--- src/rtl/xosc_guard_pkg.sv ---
package xosc_guard_pkg;
   localparam logic [1:0] SRC_INT = 2'd0;
   localparam logic [1:0] SRC_EXT = 2'd1;
   localparam logic [1:0] SRC_PLL = 2'd2;

   // reserved code folds onto the internal oscillator
   function automatic logic [1:0] legal_src(input logic [1:0] req);
      return (req == 2'd3) ? SRC_INT : req;
   endfunction
endpackage

--- src/rtl/xg_sync.sv ---
module xg_sync #(
   parameter int STAGES = 2
) (
   input  logic clk,
   input  logic rst_n,
   input  logic d,
   output logic q
);
   generate
      if (STAGES < 2) begin : g_bad
         $error("xg_sync: STAGES must be at least 2");
      end
   endgenerate

   logic [STAGES-1:0] sr;

   always_ff @(posedge clk or negedge rst_n) begin
      if (!rst_n) sr <= '0;
      else        sr <= {sr[STAGES-2:0], d};
   end

   assign q = sr[STAGES-1];
endmodule

--- src/rtl/xg_window.sv ---
module xg_window #(
   parameter int WIN_REFS    = 64,
   parameter int MIN_EDGES   = 8,
   parameter int SYNC_STAGES = 2
) (
   input  logic clk,
   input  logic rst_n,
   input  logic en,
   input  logic rdy,
   input  logic ext_raw,
   input  logic ref_raw,
   output logic fail_o,
   output logic armed_o
);
   localparam int RW = (WIN_REFS > 2) ? $clog2(WIN_REFS) : 1;
   localparam int EW = $clog2(MIN_EDGES + 1);
   localparam logic [RW-1:0] REF_LAST = RW'(WIN_REFS - 1);
   localparam logic [EW:0]   EDGE_MIN = (EW+1)'(MIN_EDGES);

   logic ext_s, ref_s, ext_p, ref_p;
   logic ext_rise, ref_rise, win_end, short_win;
   logic [RW-1:0] ref_cnt;
   logic [EW-1:0] ext_cnt;
   logic [EW:0]   ext_sum;
   logic rdy_ok, armed_q, fail_q;

   xg_sync #(.STAGES(SYNC_STAGES)) u_sync_ext (
      .clk(clk), .rst_n(rst_n), .d(ext_raw), .q(ext_s));
   xg_sync #(.STAGES(SYNC_STAGES)) u_sync_ref (
      .clk(clk), .rst_n(rst_n), .d(ref_raw), .q(ref_s));

   always_ff @(posedge clk or negedge rst_n) begin
      if (!rst_n) begin
         ext_p <= 1'b0;
         ref_p <= 1'b0;
      end else begin
         ext_p <= ext_s;
         ref_p <= ref_s;
      end
   end

   assign ext_rise  = ext_s & ~ext_p;
   assign ref_rise  = ref_s & ~ref_p;
   assign win_end   = en & ref_rise & (ref_cnt == REF_LAST);
   assign ext_sum   = {1'b0, ext_cnt} + {{EW{1'b0}}, ext_rise};
   assign short_win = ext_sum < EDGE_MIN;

   always_ff @(posedge clk or negedge rst_n) begin
      if (!rst_n) begin
         ref_cnt <= '0;
         ext_cnt <= '0;
         rdy_ok  <= 1'b1;
         armed_q <= 1'b0;
         fail_q  <= 1'b0;
      end else if (!en) begin
         ref_cnt <= '0;
         ext_cnt <= '0;
         rdy_ok  <= 1'b1;
         armed_q <= 1'b0;
         fail_q  <= 1'b0;
      end else begin
         fail_q <= win_end & armed_q & short_win;
         if (win_end) begin
            ref_cnt <= '0;
            ext_cnt <= '0;
            rdy_ok  <= 1'b1;
            armed_q <= armed_q | (rdy_ok & rdy);
         end else begin
            if (ref_rise) ref_cnt <= ref_cnt + 1'b1;
            if (!short_win) ext_cnt <= EW'(MIN_EDGES);
            else            ext_cnt <= ext_sum[EW-1:0];
            rdy_ok <= rdy_ok & rdy;
         end
      end
   end

   assign fail_o  = fail_q;
   assign armed_o = armed_q;


   quiet_off_chk: assert property (@(posedge clk) disable iff (!rst_n)
      !en |=> !fail_o);


   armed_only_chk: assert property (@(posedge clk) disable iff (!rst_n)
      fail_o |-> armed_o);
endmodule

--- src/rtl/xg_select.sv ---
module xg_select
   import xosc_guard_pkg::*;
#(
   parameter bit NMI_EN = 1'b1
) (
   input  logic       clk,
   input  logic       rst_n,
   input  logic       fail_i,
   input  logic       clr_i,
   input  logic       route_i,
   input  logic [1:0] req_i,
   output logic [1:0] sel_o,
   output logic       bypass_o,
   output logic       irq_o,
   output logic       nmi_o
);
   logic       flag_q;
   logic [1:0] sel_q;

   always_ff @(posedge clk or negedge rst_n) begin
      if (!rst_n) begin
         flag_q <= 1'b0;
         sel_q  <= SRC_INT;
      end else begin
         if (fail_i)     flag_q <= 1'b1;
         else if (clr_i) flag_q <= 1'b0;
         sel_q <= (fail_i || flag_q) ? SRC_INT : legal_src(req_i);
      end
   end

   generate
      if (NMI_EN) begin : g_nmi
         logic nmi_q;
         always_ff @(posedge clk or negedge rst_n) begin
            if (!rst_n)                nmi_q <= 1'b0;
            else if (fail_i && route_i) nmi_q <= 1'b1;
            else if (clr_i)            nmi_q <= 1'b0;
         end
         assign nmi_o = nmi_q;
      end else begin : g_no_nmi
         assign nmi_o = 1'b0;
      end
   endgenerate

   assign sel_o    = sel_q;
   assign bypass_o = (sel_q != SRC_PLL);
   assign irq_o    = flag_q;


   fall_back_chk: assert property (@(posedge clk) disable iff (!rst_n)
      fail_i |=> (sel_o == SRC_INT) && bypass_o && irq_o);


   sticky_chk: assert property (@(posedge clk) disable iff (!rst_n)
      (irq_o && !clr_i) |=> irq_o);


   refuse_chk: assert property (@(posedge clk) disable iff (!rst_n)
      irq_o |-> (sel_o == SRC_INT));


   nmi_pair_chk: assert property (@(posedge clk) disable iff (!rst_n)
      nmi_o |-> irq_o);
endmodule

--- src/rtl/xosc_guard.sv ---
module xosc_guard #(
   parameter int WIN_REFS    = 64,
   parameter int MIN_EDGES   = 8,
   parameter int SYNC_STAGES = 2,
   parameter bit NMI_EN      = 1'b1
) (
   input  logic       clk,
   input  logic       rst_n,
   input  logic       mon_en,
   input  logic       ext_rdy,
   input  logic       nmi_route,
   input  logic       ext_clk_raw,
   input  logic       ref_clk_raw,
   input  logic [1:0] req_src,
   input  logic       flag_clr,
   output logic [1:0] sel_src,
   output logic       pll_bypass,
   output logic       irq_fail,
   output logic       nmi_fail
);
   generate
      if (WIN_REFS < 2) begin : g_bad_win
         $error("xosc_guard: WIN_REFS must be at least 2");
      end
      if (MIN_EDGES < 1 || MIN_EDGES > WIN_REFS * 4) begin : g_bad_min
         $error("xosc_guard: MIN_EDGES out of range");
      end
   endgenerate

   logic fail_p, armed;

   xg_window #(
      .WIN_REFS(WIN_REFS), .MIN_EDGES(MIN_EDGES), .SYNC_STAGES(SYNC_STAGES)
   ) u_window (
      .clk(clk), .rst_n(rst_n), .en(mon_en), .rdy(ext_rdy),
      .ext_raw(ext_clk_raw), .ref_raw(ref_clk_raw),
      .fail_o(fail_p), .armed_o(armed));

   xg_select #(.NMI_EN(NMI_EN)) u_select (
      .clk(clk), .rst_n(rst_n), .fail_i(fail_p), .clr_i(flag_clr),
      .route_i(nmi_route), .req_i(req_src), .sel_o(sel_src),
      .bypass_o(pll_bypass), .irq_o(irq_fail), .nmi_o(nmi_fail));


   no_pll_on_fail_chk: assert property (@(posedge clk) disable iff (!rst_n)
      !pll_bypass |-> !irq_fail);
endmodule

--- config.mk ---
export PLATFORM = sky130hd
export DESIGN_NAME = xosc_guard
export DESIGN_NICKNAME = d
export VERILOG_FILES = /design/src/rtl/xosc_guard_pkg.sv /design/src/rtl/xg_sync.sv /design/src/rtl/xg_window.sv /design/src/rtl/xg_select.sv /design/src/rtl/xosc_guard.sv
export SDC_FILE = /design/constraint.sdc
export NUM_CORES = 1
export LEC_CHECK = 0
export BUFFER_PORTS_ARGS = -buffer_cell sky130_fd_sc_hd__clkbuf_2
export CORE_MARGIN = 2
export CORE_UTILIZATION = 50
export CTS_CLUSTER_DIAMETER = 120
export DETAILED_ROUTE_END_ITERATION = 8
export PLACE_DENSITY = 0.78
export SLEW_MARGIN = 10
export SYNTH_ARGS = -nofsm -noshare
export SYNTH_HDL_FRONTEND = slang
export SYNTH_HIERARCHICAL = 1
export SYNTH_SLANG_ARGS = --single-unit
--- constraint.sdc ---
create_clock -name clk -period 1.8 [get_ports clk]
set_clock_uncertainty 0.1 [all_clocks]
set_input_delay 0.18 -clock clk [delete_from_list [all_inputs] [get_ports clk]]
set_output_delay 0.18 -clock clk [all_outputs]
set_load 0.02 [all_outputs]
==> results.txt, run 1 <==
----------------------------------------------------
[Status]
  Result of the run ... finished clean

[GRT]
  Largest net degree at the start of global routing ... 24
  Wire length of the first global-routing pass ... roughly 2400 um
  Antenna violations before repair ... 0
  Via count of the first global-routing pass ... approximately 630
  Global router's overall resource usage ... 0.1620
  Leftover overflow at the end of global routing ... 0

[Synthesis]
  Count of warnings emitted by yosys ... 6
  Mapped Avg Cell Area ... between 10 and 15 um2
  Cell area after technology mapping ... 928.4 um2
  Total nets after synthesis ... 90
  Fraction of the yosys area taken by sequential cells ... 0.6213
  Count of unique library cells instantiated by Yosys ... 28
  Number of synthesized register bits ... 23
  Cells after Synth ... 77

[STA]
  Peak clock frequency supported by timing ... around 580 MHz
  Final setup violation count ... 0
  Max-slew violation total from the final report ... 0
  Final worst path period share ... 0.9541
  Fin crit period ... around 1.7 ns
  Final Hold Fails ... 0
  Max-Slew Margin vs Limit ... 0.6488
  Unrepaired setup endpoints after global routing ... yes
  Least-Margin Pin Slew ... 0.5268 ns
  Final sum of negative setup slack ... 0 ns
  Hold Slack ... 0.03736 ns

[Power]
  Post-layout total power ... around 840 uW
  PwrDens ... about 740 mW/mm2
  Leak ... ~0.55 nW
  Worst IR Drop VDD ... 0.6481 mV

[Clock tree]
  Number of buffers between clock root and the deepest sink ... 2
  CTS tree ... done
  Clock H-tree levels ... 1
  Sink Count ... 23
  Number of clock buffers inserted by TritonCTS ... 3
  Later-pin clock latency in the skew report ... ~0.3 ns
  Clock Pin Slew Worst Setup and Hold Paths ... between 0.1 and 0.15 ns
  Clk Tree Root Cell ... sky130_fd_sc_hd__clkbuf_4
  Buffer count from post-CTS setup fixing ... 0

[Critical path]
  Worst setup path end ... u_window/ext_cnt[1]
  Endpoint class of the critical path ... flip-flop
  Reg2Reg Capture Point ... u_window/ext_cnt[1]
  Critical-path cell list ... nor2b_1, ha_1, ha_1, nor2b_1, a41oi_2, nor3b_1
  Launch instance of the worst register-to-register path ... u_window/u_sync_ext/sr[1]
  Critical-path maximum fanout ... 5
  WP depth ... 6
  Worst Path Arrival ... 1.83 ns
  Crit path max-delay family ... simple AND/OR/NAND/NOR gates
  Buffers plus inverters on the worst setup path ... 0
  CP startpoint ... u_window/u_sync_ext/sr[1]
  Delay of the slowest cell on the worst path ... 0.39 ns
  Crit Path Class ... flip-flop to flip-flop
  Worst Reg-to-Reg Cells ... 6
  FF-to-FF setup slack ... approximately 0.083 ns
  Worst path required time ... ~1.9 ns
  Startpoint class of the critical path ... flip-flop
  Slowest cell on the critical path ... sky130_fd_sc_hd__dfrtp_1

[Routing]
  Remaining routing DRC violations ... 0
  Routed wire length ... 1521 um
  Total number of vias ... just under 700
  Number of nets with antenna violations after routing ... 0
  Routed wirelength normalized by instance count ... about 12 um
  Drt first pass iters ... 4
  Via-per-instance ratio ... ~5.3
  Number of violations reported at the end of detailed-routing iteration 0 ... 13

[Floorplanning]
  Std-Cell Rows ... 15
  Boundary pin count ... 15
  Width of the chip ... between 40 and 50 um
  Core area ... ~0.0017 mm2
  Starting density of the core ... 0.5319
  Die height ... roughly 47 um
  Die area ... 0.002217 mm2

[Cells and area]
  Final cell count without fillers ... 127
  Top library cells by usage in the layout, fill and taps aside ... sky130_fd_sc_hd__dfrtp_1, sky130_fd_sc_hd__clkbuf_2, sky130_fd_sc_hd__dlygate4sd3_1
  Most common library cell in the layout ignoring fill and taps ... sky130_fd_sc_hd__dfrtp_1
  Utilization of the core after routing ... 0.6502
  Total number of nets in the final design ... approximately 120
  Antenna diode count ... 0
  Post-synthesis to final-layout area growth ... 22.24%
  Fraction of layout cells with a size suffix above 1 ... 0.2255

[Place]
  Number of buffers added on ports ... 14
  HPWL Detailed ... approximately 1100 um
  Placed cells ... between 100 and 150
  Routability-driven placement congestion ratio ... ~0.78

[Job]
  Count of max-cap constraint violations ... 0

[Worst hold path]
  Path category of the worst min-delay check ... primary input to flip-flop

----------------------------------------------------
## area by class of cell
| type | instances | area, um2 |
|---|---|---|
| clock buffer | 3 | 22.52 |
| clock inverter | 1 | 5.005 |
| tap | 25 | 31.28 |
| timing repair buffer | 21 | 140.1 |
| fill | 145 | 610.6 |
| multi-input combinational | 52 | 351.6 |
| sequential | 23 | 576.8 |
| inverter | 2 | 7.507 |
## how the worst min path moves through the flow
stage | cells after the start | end | slack [ns] | start
finish | 3 | u_window/fail_o | 0.04 | mon_en
CTS | 3 | u_window/fail_o | 0.03 | mon_en
global route | 3 | u_window/fail_o | 0.02 | mon_en
floorplan | 0 | u_select/irq_o | -0.22 | rst_n
global placement | 1 | u_select/sel_o[1] | 0.09 | rst_n
detailed placement | 1 | u_window/ext_cnt[2] | 0.09 | rst_n
## stage by stage
stage / area, um2 / setup slack [ns]
after floorplan: 928.4 / 0.2165
after global placement: 1030 / 0.1659
after detailed placement: 1030 / 0.04471
after CTS: 1127 / 0.03470
after global routing: 1135 / -0.01612
final: 1135 / 0.08261
## worst reg2reg max path, stage by stage, from the launching register on
cell                      delay, ns
sky130_fd_sc_hd__dfrtp_1       0.39
sky130_fd_sc_hd__nor2b_1       0.13
sky130_fd_sc_hd__ha_1          0.21
sky130_fd_sc_hd__ha_1          0.22
sky130_fd_sc_hd__nor2b_1       0.15
sky130_fd_sc_hd__a41oi_2       0.19
sky130_fd_sc_hd__nor3b_1       0.26
## cells in the mapped netlist (all sizes together)
cell type  count  area (um2)
ha             3       37.54
a21o           2       16.27
nand4b         1       15.01
o21ai          4       20.02
and3           1       6.260
nand2          6       22.52
nand3          6       30.03
nor3b          3       22.52
inv            2       7.510
dfrtp         22       550.5
mux2i          1       10.01
xnor2          1       8.760
nand3b         1       7.510
a22o           1       10.01
a41oi          1       8.760
a31oi          3       18.77
a21oi          2       10.01
nor2b          2       12.51
dfstp          1       26.28
or3            3       18.77
nand4          1       6.260
nand2b         2       12.51
xor2           1       8.760
or2            1       6.260
nor3           2       10.01
nor2           2       7.510
nor4b          2       17.52
## flip-flops by register name, indices dropped and copies added (netlist names), 2 cells and up
| name | count |
|---|---|
| u_window/u_sync_ext/sr | 2 |
| u_window/ext_cnt | 4 |
| u_window/ref_cnt | 6 |
| u_select/sel_o | 2 |
| u_window/u_sync_ref/sr | 2 |
## kinds of logic after synthesis
logic type	synth area share
xor gates and xnor gates	0.01887
and+or+nand+nor	0.2103
DFF	0.6213
AOI/OAI and AO/OA	0.09031
adders and majority gates	0.04044
buffers and inverters	0.008089
muxes	0.01078
## where the power goes
part           total, mW  internal (mW)  leakage, nW  switching (mW)
logic             0.0677         0.0334        0.233          0.0343
clock network      0.224         0.0828       0.0177           0.141
registers          0.547          0.535        0.300          0.0122
total              0.839          0.651        0.550           0.187
## routing by layer
| layer | up-vias | track usage | wire [um] |
|---|---|---|---|
| li1 | 327 | - | - |
| met5 | - | 0 | 0 |
| met2 | 20 | 0.2712 | 746 |
| met1 | 326 | 0.1891 | 698 |
| met4 | 0 | 0.08333 | 12 |
| met3 | 2 | 0.04615 | 63 |
## what timing repair did
action / CTS / global route
hold endpoints to repair: 28 / 0
hold buffers: 7 / 0
gates resized for setup: 0 / 1
endpoints found under the setup margin: 0 / 4
(Power assumes the default switching activity.)
==> run 2, diff against run 1 <==
CORE_UTILIZATION = 53   (was 50)
PLACE_DENSITY = 0.82   (was 0.78)
RECOVER_POWER = 100   (was unset)
REMOVE_ABC_BUFFERS = 1   (was unset)
==> run 2 against run 1 <==
Effect of this change: total power is 0.13% lower; hold slack better by 0.020 ns; global-route usage is 1.5 points higher; fmax is 2.0% higher; die area is 5.2% lower; count of clock-buffer cells in the layout is 1 higher; cell count is 6.3% lower; critical path type unchanged.
==> results.txt, run 2 (synthesis results as in run 1) <==
----------------------------------------------------
[STA]
  Peak clock frequency supported by timing ... between 500 and 600 MHz
  Fin crit period ... about 1.7 ns
  Max-slew violation total from the final report ... 0
  Max-Slew Margin vs Limit ... 0.2265
  Final setup violation count ... 0
  Final sum of negative setup slack ... 0 ns
  Final Hold Fails ... 0
  Unrepaired setup endpoints after global routing ... no
  Final worst path period share ... 0.9357
  Least-Margin Pin Slew ... 1.160 ns

[Routing]
  Number of nets with antenna violations after routing ... 0
  Routed wirelength normalized by instance count ... 13.76 um
  Number of violations reported at the end of detailed-routing iteration 0 ... 17
  Remaining routing DRC violations ... 0
  Drt first pass iters ... 4
  Routed wire length ... 1637 um
  Total number of vias ... 687
  Via-per-instance ratio ... between 5 and 6

[Critical path]
  Slowest cell on the critical path ... sky130_fd_sc_hd__dfrtp_1
  Worst Reg-to-Reg Cells ... 6
  Worst path required time ... 1.91 ns
  Launch instance of the worst register-to-register path ... u_window/u_sync_ext/sr[1]
  Worst Path Arrival ... approximately 1.8 ns
  Critical-path cell list ... nor2b_1, ha_1, ha_1, nor2b_1, a41oi_2, nor3b_1
  Crit path max-delay family ... simple AND/OR/NAND/NOR gates
  FF-to-FF setup slack ... around 0.12 ns
  Startpoint class of the critical path ... flip-flop
  Delay of the slowest cell on the worst path ... roughly 0.39 ns
  Reg2Reg Capture Point ... u_window/ext_cnt[1]
  Endpoint class of the critical path ... flip-flop
  Critical-path maximum fanout ... 5
  Buffers plus inverters on the worst setup path ... 0
  Crit Path Class ... flip-flop to flip-flop

[Cells and area]
  Leading registers by flop count ... u_window/ref_cnt x6, u_window/ext_cnt x4
  Utilization of the core after routing ... 0.6600
  Fraction of layout cells with a size suffix above 1 ... 0.1569
  Most flop-heavy register ... u_window/ref_cnt
  Antenna diode count ... 0
  Post-synthesis to final-layout area growth ... 20.08%
  Total number of nets in the final design ... ~120
  Most common library cell in the layout ignoring fill and taps ... sky130_fd_sc_hd__dfrtp_1
  Count of fill cells added during filler insertion ... 148
  Area of all placed cells without fillers ... between 0.001 and 0.0015 mm2
  Number of flip-flops in the largest register ... 6
  Top library cells by usage in the layout, fill and taps aside ... sky130_fd_sc_hd__dfrtp_1, sky130_fd_sc_hd__clkbuf_2, sky130_fd_sc_hd__clkbuf_1, sky130_fd_sc_hd__dlygate4sd3_1

[GRT]
  Antenna violations before repair ... 0
  Global router's overall resource usage ... 0.1765
  Largest net degree at the start of global routing ... 24
  Via count of the first global-routing pass ... around 640
  Leftover overflow at the end of global routing ... 0
  Wire length of the first global-routing pass ... around 2600 um

[Worst hold path]
  Hold-critical path depth ... 3
  Worst-case hold path end point ... u_window/fail_o
  Path category of the worst min-delay check ... primary input to flip-flop
  Critical hold path startpoint ... mon_en

[Power]
  Worst IR Drop VDD ... about 0.58 mV
  Leak ... 0.5095 nW
  PwrDens ... 751.4 mW/mm2

[Floorplanning]
  Boundary pin count ... 15
  Std-Cell Rows ... 15
  Core area ... around 0.0017 mm2
  Starting density of the core ... 0.5496
  Width of the chip ... roughly 46 um
  Die area ... approximately 0.0021 mm2
  Die height ... 45.86 um

[Clock tree]
  Number of buffers between clock root and the deepest sink ... 2
  Sink Count ... 23
  Number of clock buffers inserted by TritonCTS ... 3
  Clock Pin Slew Worst Setup and Hold Paths ... 0.11 ns
  CTS tree ... done
  Clk Tree Root Cell ... sky130_fd_sc_hd__clkbuf_4
  Buffer count from post-CTS setup fixing ... 0
  Later-pin clock latency in the skew report ... around 0.3 ns
  Clock H-tree levels ... 1

[Job]
  Count of max-cap constraint violations ... 0

[Place]
  Cell area after placement ... 0.001020 mm2
  Number of buffers added on ports ... 14
  HPWL Detailed ... 1134 um
  Routability-driven placement congestion ratio ... roughly 0.77

[Status]
  Result of the run ... finished clean

----------------------------------------------------
==> run 2: through the flow <==
step	std cells	hold WS [ns]	setup slack (ns)	power (mW)
global route	119	0.03605	0.01237	0.8884
finish	119	0.05739	0.1157	0.8377
detailed placement	108	0.09151	0.06637	0.6146
CTS	117	0.001222	0.04302	0.8485
global placement	108	0.08213	0.1642	0.6109
floorplan	77	-0.2156	0.2165	0.5827
==> run 2: final cells by class <==
| class | instances | area [um2] | area share |
|---|---|---|---|
| clock buffer | 4 | 26.28 | 0.02357 |
| inverter | 2 | 7.507 | 0.006734 |
| multi-input combinational | 52 | 350.3 | 0.3143 |
| sequential | 23 | 576.8 | 0.5174 |
| tap | 17 | 21.27 | 0.01908 |
| timing repair buffer | 21 | 132.6 | 0.1190 |
==> run 2: worst max-delay path by stage <==
| stage | to | from | cells past startpoint |
|---|---|---|---|
| 2_1_floorplan | u_window/ext_cnt[3] | u_window/u_sync_ext/sr[1] | 6 |
| 3_3_place_gp | u_window/ext_cnt[3] | u_window/u_sync_ext/sr[1] | 6 |
| 3_5_place_dp | u_window/fail_o | u_window/u_sync_ext/sr[1] | 6 |
| 4_1_cts | u_window/fail_o | u_window/u_sync_ext/sr[1] | 6 |
| 5_1_grt | u_window/ext_cnt[1] | u_window/u_sync_ext/sr[1] | 6 |
| 6_report | u_window/ext_cnt[1] | u_window/u_sync_ext/sr[1] | 6 |
==> run 2: repair_timing <==
item / CTS / global route
endpoints found under the setup margin: 0 / 3
hold endpoints to repair: 26 / 2
hold buffers: 5 / 2
resized for setup: 0 / 2
==> run 2: per-layer routing <==
layer	share of wire	global-route usage	wire length, um
met5	0	0	0
met4	0.0086	0.08571	14
met3	0.037	0.04762	60
met2	0.54	0.3083	881
met1	0.42	0.1944	680
==> run 2: worst min-delay path: stages <==
cell and delay (ns):
sky130_fd_sc_hd__clkbuf_2 0.11, sky130_fd_sc_hd__nand2_1 0.08, sky130_fd_sc_hd__nor3_1 0.06
==> run 2: report_power, final <==
part           total, mW  switching, mW  internal (mW)
registers          0.548         0.0129          0.535
logic             0.0679         0.0354         0.0325
clock network      0.222          0.136         0.0862
total              0.838          0.184          0.654
